==> config.mk <==
export PLATFORM = sky130hd
export DESIGN_NAME = bsw_page_ctrl
export DESIGN_NICKNAME = d
export VERILOG_FILES = /design/src/rtl/bsw_pkg.sv /design/src/rtl/bsw_opc_decode.sv /design/src/rtl/bsw_page_sel.sv /design/src/rtl/bsw_bank_reg.sv /design/src/rtl/bsw_page_ctrl.sv
export SDC_FILE = /design/constraint.sdc
export NUM_CORES = 1
export LEC_CHECK = 0
export BUFFER_PORTS_ARGS = -buffer_cell sky130_fd_sc_hd__buf_4
export CORE_MARGIN = 10
export CORE_UTILIZATION = 33
export CTS_BUF_LIST = sky130_fd_sc_hd__clkbuf_2
export DETAILED_ROUTE_END_ITERATION = 8
export MAX_ROUTING_LAYER = met4
export PLACE_DENSITY = 0.76
export SYNTH_ARGS = -nofsm -noshare
export SYNTH_HDL_FRONTEND = slang
export SYNTH_HIERARCHICAL = 1
export SYNTH_SLANG_ARGS = --single-unit
==> constraint.sdc <==
create_clock -name clk -period 3.5 [get_ports clk]
set_clock_uncertainty 0.15 [all_clocks]
set_input_delay 0.35 -clock clk [delete_from_list [all_inputs] [get_ports clk]]
set_output_delay 0.35 -clock clk [all_outputs]
set_load 0.01 [all_outputs]
==> src/rtl/bsw_pkg.sv <==
package bsw_pkg;

  localparam int OPC_W = 10;

  typedef struct packed {
    logic       is_enable;
    logic [1:0] idx;
  } bank_cmd_t;

  // Enable opcodes share 01_xx00_0000; bank index is {w[6], w[7]}
  function automatic bank_cmd_t decode_opc(input logic [OPC_W-1:0] w);
    bank_cmd_t r;
    r.is_enable = (w[9:8] == 2'b01) && (w[5:0] == 6'd0);
    r.idx       = {w[6], w[7]};
    return r;
  endfunction

  function automatic logic page_equal(input logic [3:0] a, input logic [3:0] b);
    return a == b;
  endfunction

endpackage

==> src/rtl/bsw_opc_decode.sv <==
module bsw_opc_decode
  import bsw_pkg::*;
#(
  parameter int WORD_W = 10
) (
  input  logic [WORD_W-1:0] word,
  input  logic              qualify,
  output logic              cmd_hit,
  output logic [1:0]        cmd_idx
);
  bank_cmd_t dec;
  logic      upper_clear;

  generate
    if (WORD_W > OPC_W) begin : g_wide
      assign upper_clear = (word[WORD_W-1:OPC_W] == '0);
    end else begin : g_exact
      assign upper_clear = 1'b1;
    end
  endgenerate

  always_comb begin
    dec     = decode_opc(word[OPC_W-1:0]);
    cmd_hit = qualify && upper_clear && dec.is_enable;
    cmd_idx = dec.idx;
  end
endmodule

==> src/rtl/bsw_page_sel.sv <==
module bsw_page_sel #(
  parameter int ADDR_W = 16,
  parameter int PAGE_W = 4
) (
  input  logic              clk,
  input  logic              rst_n,
  input  logic [PAGE_W-1:0] port_page,
  input  logic              page_load,
  input  logic [PAGE_W-1:0] page_value,
  input  logic              fetch_valid,
  input  logic [ADDR_W-1:0] fetch_addr,
  output logic [PAGE_W-1:0] eff_page,
  output logic              page_hit
);
  logic [PAGE_W-1:0] reloc_q;
  logic              reloc_en_q;

  always_ff @(posedge clk) begin
    if (!rst_n) begin
      reloc_q    <= '0;
      reloc_en_q <= 1'b0;
    end else if (page_load) begin
      reloc_q    <= page_value;
      reloc_en_q <= 1'b1;
    end
  end

  assign eff_page = reloc_en_q ? reloc_q : port_page;
  assign page_hit = fetch_valid && (fetch_addr[ADDR_W-1 -: PAGE_W] == eff_page);
endmodule

==> src/rtl/bsw_bank_reg.sv <==
module bsw_bank_reg #(
  parameter int NUM_BANKS = 4,
  parameter int BANK_W    = 2
) (
  input  logic              clk,
  input  logic              rst_n,
  input  logic              cmd_hit,
  input  logic [1:0]        cmd_idx,
  output logic              bank_take,
  output logic [BANK_W-1:0] bank_q
);
  generate
    if (NUM_BANKS >= 4) begin : g_full
      assign bank_take = cmd_hit;
    end else begin : g_part
      assign bank_take = cmd_hit && (int'(cmd_idx) < NUM_BANKS);
    end
  endgenerate

  always_ff @(posedge clk) begin
    if (!rst_n)         bank_q <= '0;
    else if (bank_take) bank_q <= cmd_idx[BANK_W-1:0];
  end
endmodule

==> src/rtl/bsw_page_ctrl.sv <==
module bsw_page_ctrl #(
  parameter int ADDR_W    = 16,
  parameter int PAGE_W    = 4,
  parameter int WORD_W    = 10,
  parameter int NUM_BANKS = 4,
  localparam int BANK_W   = (NUM_BANKS > 2) ? 2 : 1,
  localparam int OFFS_W   = ADDR_W - PAGE_W,
  localparam int ROM_AW   = BANK_W + OFFS_W
) (
  input  logic              clk,
  input  logic              rst_n,
  input  logic [PAGE_W-1:0] port_page,
  input  logic              page_load,
  input  logic [PAGE_W-1:0] page_value,
  input  logic              fetch_valid,
  input  logic [ADDR_W-1:0] fetch_addr,
  input  logic [WORD_W-1:0] fetch_word,
  output logic              page_hit,
  output logic [BANK_W-1:0] cur_bank,
  output logic [ROM_AW-1:0] rom_addr
);
  logic [PAGE_W-1:0] eff_page;
  logic              cmd_hit;
  logic [1:0]        cmd_idx;
  logic              bank_take;

  bsw_page_sel #(.ADDR_W(ADDR_W), .PAGE_W(PAGE_W)) u_page (
    .clk(clk), .rst_n(rst_n), .port_page(port_page), .page_load(page_load),
    .page_value(page_value), .fetch_valid(fetch_valid), .fetch_addr(fetch_addr),
    .eff_page(eff_page), .page_hit(page_hit)
  );

  bsw_opc_decode #(.WORD_W(WORD_W)) u_dec (
    .word(fetch_word), .qualify(page_hit), .cmd_hit(cmd_hit), .cmd_idx(cmd_idx)
  );

  bsw_bank_reg #(.NUM_BANKS(NUM_BANKS), .BANK_W(BANK_W)) u_bank (
    .clk(clk), .rst_n(rst_n), .cmd_hit(cmd_hit), .cmd_idx(cmd_idx),
    .bank_take(bank_take), .bank_q(cur_bank)
  );

  assign rom_addr = {cur_bank, fetch_addr[OFFS_W-1:0]};
endmodule

==> results of run 1 <==
==> worst min path at each step <==
stage / startpoint / endpoint / slack (ns) / cells after the start
floorplan: rst_n / u_page/reloc_en_q$_SDFFE_PN0P_ / 0.32 / 1
global placement: u_page/reloc_q[1]$_SDFFE_PN0P_ / u_page/reloc_q[1]$_SDFFE_PN0P_ / 0.35 / 2
detailed placement: u_page/reloc_q[1]$_SDFFE_PN0P_ / u_page/reloc_q[1]$_SDFFE_PN0P_ / 0.37 / 2
CTS: rst_n / u_page/reloc_en_q$_SDFFE_PN0P_ / 0.22 / 2
global route: fetch_word[6] / u_bank/bank_q[1]$_SDFFE_PN0P_ / 0.22 / 3
finish: rst_n / u_page/reloc_en_q$_SDFFE_PN0P_ / 0.23 / 2
==> sequential cells by signal, indices dropped and copies added, names as in the netlist <==
| signal | cells |
|---|---|
| u_page/reloc_q | 4 |
| u_bank/bank_q | 2 |
| u_page/reloc_en_q | 1 |
==> power breakdown <==
| part | switching, mW | leakage, nW | internal [mW] |
|---|---|---|---|
| clock | 0.0277 | 0.0166 | 0.0304 |
| sequential | 0.00293 | 0.0575 | 0.0832 |
| combinational | 0.0135 | 0.238 | 0.0320 |
==> layout make-up <==
type | count | area share
multi-input combinational | 27 | 0.384
timing repair buffer | 30 | 0.342
sequential | 7 | 0.213
clock buffer | 4 | 0.0304
tap | 16 | 0.0304
==> metal layers <==
layer	wire length, um	track usage	part of all wire	up-vias
li1	-	-	-	189
met1	488	0.0805	0.37	162
met2	609	0.119	0.47	25
met3	180	0.0429	0.14	6
met4	28	0.0641	0.021	0
met5	0	-	0	-
==> worst max-delay path: stages (launching register included) <==
cell and delay (ns):
dfxtp_1 0.44, mux2_2 0.37, xor2_1 0.16, nor4_2 0.28, or4b_1 0.47, nor4_2 0.34
mux2i_1 0.22, nor2b_1 0.06
==> reports/metrics.yaml, run 1 <==
antenna_found_initial: 0
rsz0062_at_grt: "false"
peakVddDrop_v: 0.000192
required_ns: 3.47
dp_hpwl_mm: 1.18
hold_viol: 0
setup_viol: 0
finalNonFillerCells: 84
drc: 0
final_util: 0.442
fp.dieW_um: 59.6
core_region_area_sq_um: 1490
io_buffer_count: 30
place_congestion: 0.688
grt_usage: 0.0819
numCtsBuffers: 3
critical_path.endpoint: "u_bank/bank_q[0]$_SDFFE_PN0P_"
grt_first_pass_wirelength_mm: 2.13
cts.sinks: 7
clk_path_buf_depth: 2
layout_common_cells: "30 x buf_4, 7 x dfxtp_1, 6 x mux2i_1, 6 x nor2b_1, 4 x clkbuf_2"
design.die.area_sq_um: 3550
start_kind: "flip-flop"
r2r-end: "u_bank/bank_q[0]$_SDFFE_PN0P_"
hold_class: "input pin to flip-flop"
critPathLaunch: "u_page/reloc_en_q$_SDFFE_PN0P_"
yosysWarnings: 6
drive_gt1_frac: 0.618
first_pass_iters: 1
crit_type: "flip-flop to flip-flop"
rows: 14
dp_slack_ns: 0.866
dpl.cell_count: 80
outcome: "finished clean"
drt_iter0_markers: 0
clock_latency_ns: 0.22
mostFrequentLayoutCell: "buf_4"
fin_ws_ns: 0.895
clkTransAtPathRegs_ns: 0.07
finalNetCount: 107
crit_path_end_kind: "flip-flop"
total_power_uw: 190
p_leak_nw: 0.313
drv_cap: 0
critPathMaxFanout: 5
vias_per_cell: 4.55
setup-tns-final_ns: 0
pin_count: 55
clock.fmax_mhz: 384
tightest_slew_ns: 0.343
grt_pass1_vias: 455
totalWireLength_mm: 1.31
rrSetupSlack_ns: 0.90
cts_hold_buf: 0
die_h_um: 59.6
placed_area_sq_um: 638
slew_headroom: 0.769
grt_start_max_net_pins: 8
cts_resized: 0
synth_cells: 51
root_buffer: "clkbuf_2"
n_antenna_cell: 0
area_delta_synth_final_pct: 27.4
slew_viol_final: 0
fin_crit_sh: 0.744
r2r_cells: 7
drt-wirelength-per-cell_um: 15.6
holdWs_ns: 0.229
nFillCells: 155
final.min_clock_period_ns: 2.60
htreeDepth: 1
vias: 382
netlist_area_sq_um: 517
synth_area_per_cell_sq_um: 10.1
multi_input_area_sq_um: 253
worstReg2RegStart: "u_page/reloc_en_q$_SDFFE_PN0P_"
ant_nets: 0
power.density_nw_per_um2: 288
syn_nets: 89
start_util: 0.347
finalInstanceArea_sq_um: 658
post-cts-setup-buffers: 0
cts_tree: "yes"
regArea_sq_um: 140
overflow: 0
critical_path_arrival_ns: 2.57
Note: power is estimated with default switching activity, not from simulation.
==> run 2, diff against run 1 <==
==> constraint.sdc (replaced) <==
create_clock -name clk -period 2.6 [get_ports clk]
set_clock_uncertainty 0.15 [all_clocks]
set_input_delay 0.26 -clock clk [delete_from_list [all_inputs] [get_ports clk]]
set_output_delay 0.26 -clock clk [all_outputs]
set_load 0.01 [all_outputs]
==> reports/metrics.yaml, run 2 (synthesis gave the netlist of run 1 again) <==
finalNetCount: 107  # unchanged
root_buffer: "clkbuf_2"
required_ns: 2.58  # -0.89 ns
rows: 14  # unchanged
layout_common_cells: "30 x buf_4, 6 x mux2i_1, 6 x nor2b_1, 6 x dfxtp_1"
clkTransAtPathRegs_ns: 0.07  # about the same
critical-path-max-stage-delay_ns: 0.50  # +0.03 ns
setup_viol: 0  # unchanged
dp_hpwl_mm: 1.15  # -2.6%
die_h_um: 59.6  # unchanged
hold_viol: 0  # unchanged
critPathMaxFanout: 5  # unchanged
hold_class: "input pin to flip-flop"
fin_crit_sh: 0.939  # +0.194
cts_tree: "yes"
fin_ws_ns: 0.160  # -0.736 ns
drc: 0  # unchanged
largest_reg_flops: 4  # unchanged
drt-wirelength-per-cell_um: 15.2  # -2.1%
crit_chain: "mux2_4 > mux2_4 > nor4_4 > or4b_4 > nor4_4 > mux2i_1 > nor2b_1"
grt_start_max_net_pins: 8  # unchanged
outcome: "finished clean"
crit_type: "flip-flop to flip-flop"
power.density_nw_per_um2: 383  # +33%
regArea_sq_um: 144  # +2.7%
p_leak_nw: 0.324  # +3.7%
overflow: 0  # unchanged
cts.sinks: 7  # unchanged
mostFrequentLayoutCell: "buf_4"
first_pass_iters: 3  # +2
drt_iter0_markers: 2  # +2
grt_pass1_vias: 444  # -2.4%
ant_nets: 0  # unchanged
nFillCells: 150  # -3.2%
top_register: "u_page/reloc_q"
slew_viol_final: 0  # unchanged
io_buffer_count: 30  # unchanged
fp.dieW_um: 59.6  # unchanged
multi_input_area_sq_um: 278  # +9.9%
clk_path_buf_depth: 2  # unchanged
numCtsBuffers: 3  # unchanged
slew_headroom: 0.825  # +0.0563
grt_first_pass_wirelength_mm: 1.95  # -8.1%
place_congestion: 0.656  # -4.6%
grt_usage: 0.0748  # -0.00707
final.min_clock_period_ns: 2.44  # -0.164 ns
cts_hold_buf: 0  # unchanged
critical_path_arrival_ns: 2.42  # -0.15 ns
n_antenna_cell: 0  # unchanged
peakVddDrop_v: 0.000255  # +32%
start_kind: "flip-flop"
clock_latency_ns: 0.23  # about the same
drv_cap: 0  # unchanged
htreeDepth: 1  # unchanged
critical-path-slowest-cell: "or4b_4"
rsz0062_at_grt: "false"
design.die.area_sq_um: 3550  # unchanged
crit_path_end_kind: "flip-flop"
core_region_area_sq_um: 1490  # unchanged
antenna_found_initial: 0  # unchanged
totalWireLength_mm: 1.28  # -2.1%
vias_per_cell: 4.88  # +7.3%
drive_gt1_frac: 0.647  # +0.0294
tightest_slew_ns: 0.260  # -0.0836 ns
clock.fmax_mhz: 410  # +6.7%
final_util: 0.461  # +0.0193
vias: 410  # +7.3%
start_util: 0.347  # unchanged
area_delta_synth_final_pct: 32.9
pin_count: 55  # unchanged
dp_slack_ns: -0.0463  # -0.912 ns
reg.largest.list: "u_page/reloc_q x4, u_bank/bank_q x2, u_page/reloc_en_q x1"
## run 2: cell counts in the layout (fill, tap and decap cells not counted)
No cell type changed its count.
## run 2: critical path, delay by kind of cell, from the launching register on
family | cells | cell delay (ns)
AND/OR/NAND/NOR | 4 | 0.97
multiplexers | 3 | 0.84
flip-flops | 1 | 0.39
## run 2: report_power, final
part,internal [mW],total (mW),leakage (nW),switching (mW)
Sequential,0.112,0.116,0.0580,0.00426
Combinational,0.0448,0.0661,0.250,0.0212
Clock,0.0409,0.0810,0.0166,0.0401
Total,0.198,0.263,0.324,0.0656
## run 2: path summary, 6_finish.rpt
kind	startpoint	end	slack, ns	cells past startpoint
hold / removal	fetch_word[7]	u_bank/bank_q[0]$_SDFFE_PN0P_	0.13	3
setup reg to reg	u_page/reloc_en_q$_SDFFE_PN0P_	u_bank/bank_q[1]$_SDFFE_PN0P_	0.16	7
setup / recovery	u_page/reloc_en_q$_SDFFE_PN0P_	u_bank/bank_q[1]$_SDFFE_PN0P_	0.16	7
hold reg to reg	u_page/reloc_q[2]$_SDFFE_PN0P_	u_page/reloc_q[2]$_SDFFE_PN0P_	0.37	2
## run 2: layer usage
layer | vias to the layer above | GRT usage | share of wire
li1 | 190 | - | -
met1 | 176 | 0.0707 | 0.37
met2 | 33 | 0.103 | 0.41
met3 | 11 | 0.0494 | 0.17
met4 | 0 | 0.0641 | 0.048
met5 | - | - | 0
## run 2: area by class of cell
type,instances,area share
tap,16,0.0291
timing repair buffer,30,0.328
sequential,7,0.209
clock buffer,4,0.0291
multi-input combinational,27,0.404
## run 2: through the flow
stage	total power, mW	std cells	TNS [ns]	hold slack, ns	instance area [sq um]
after floorplan	0.170	51	0	0.228	526
after global placement	0.182	80	0	0.353	647
after detailed placement	0.184	80	-0.0727	0.366	647
after CTS	0.266	84	0	0.127	677
after global routing	0.283	84	0	0.113	687
final	0.263	84	0	0.127	687
## run 2: timing repair
action | CTS | global route
resized for setup | 2 | 3
endpoints found under the setup margin | 2 | 2
buffers inserted | 0 | 0
pin swaps | 0 | 0
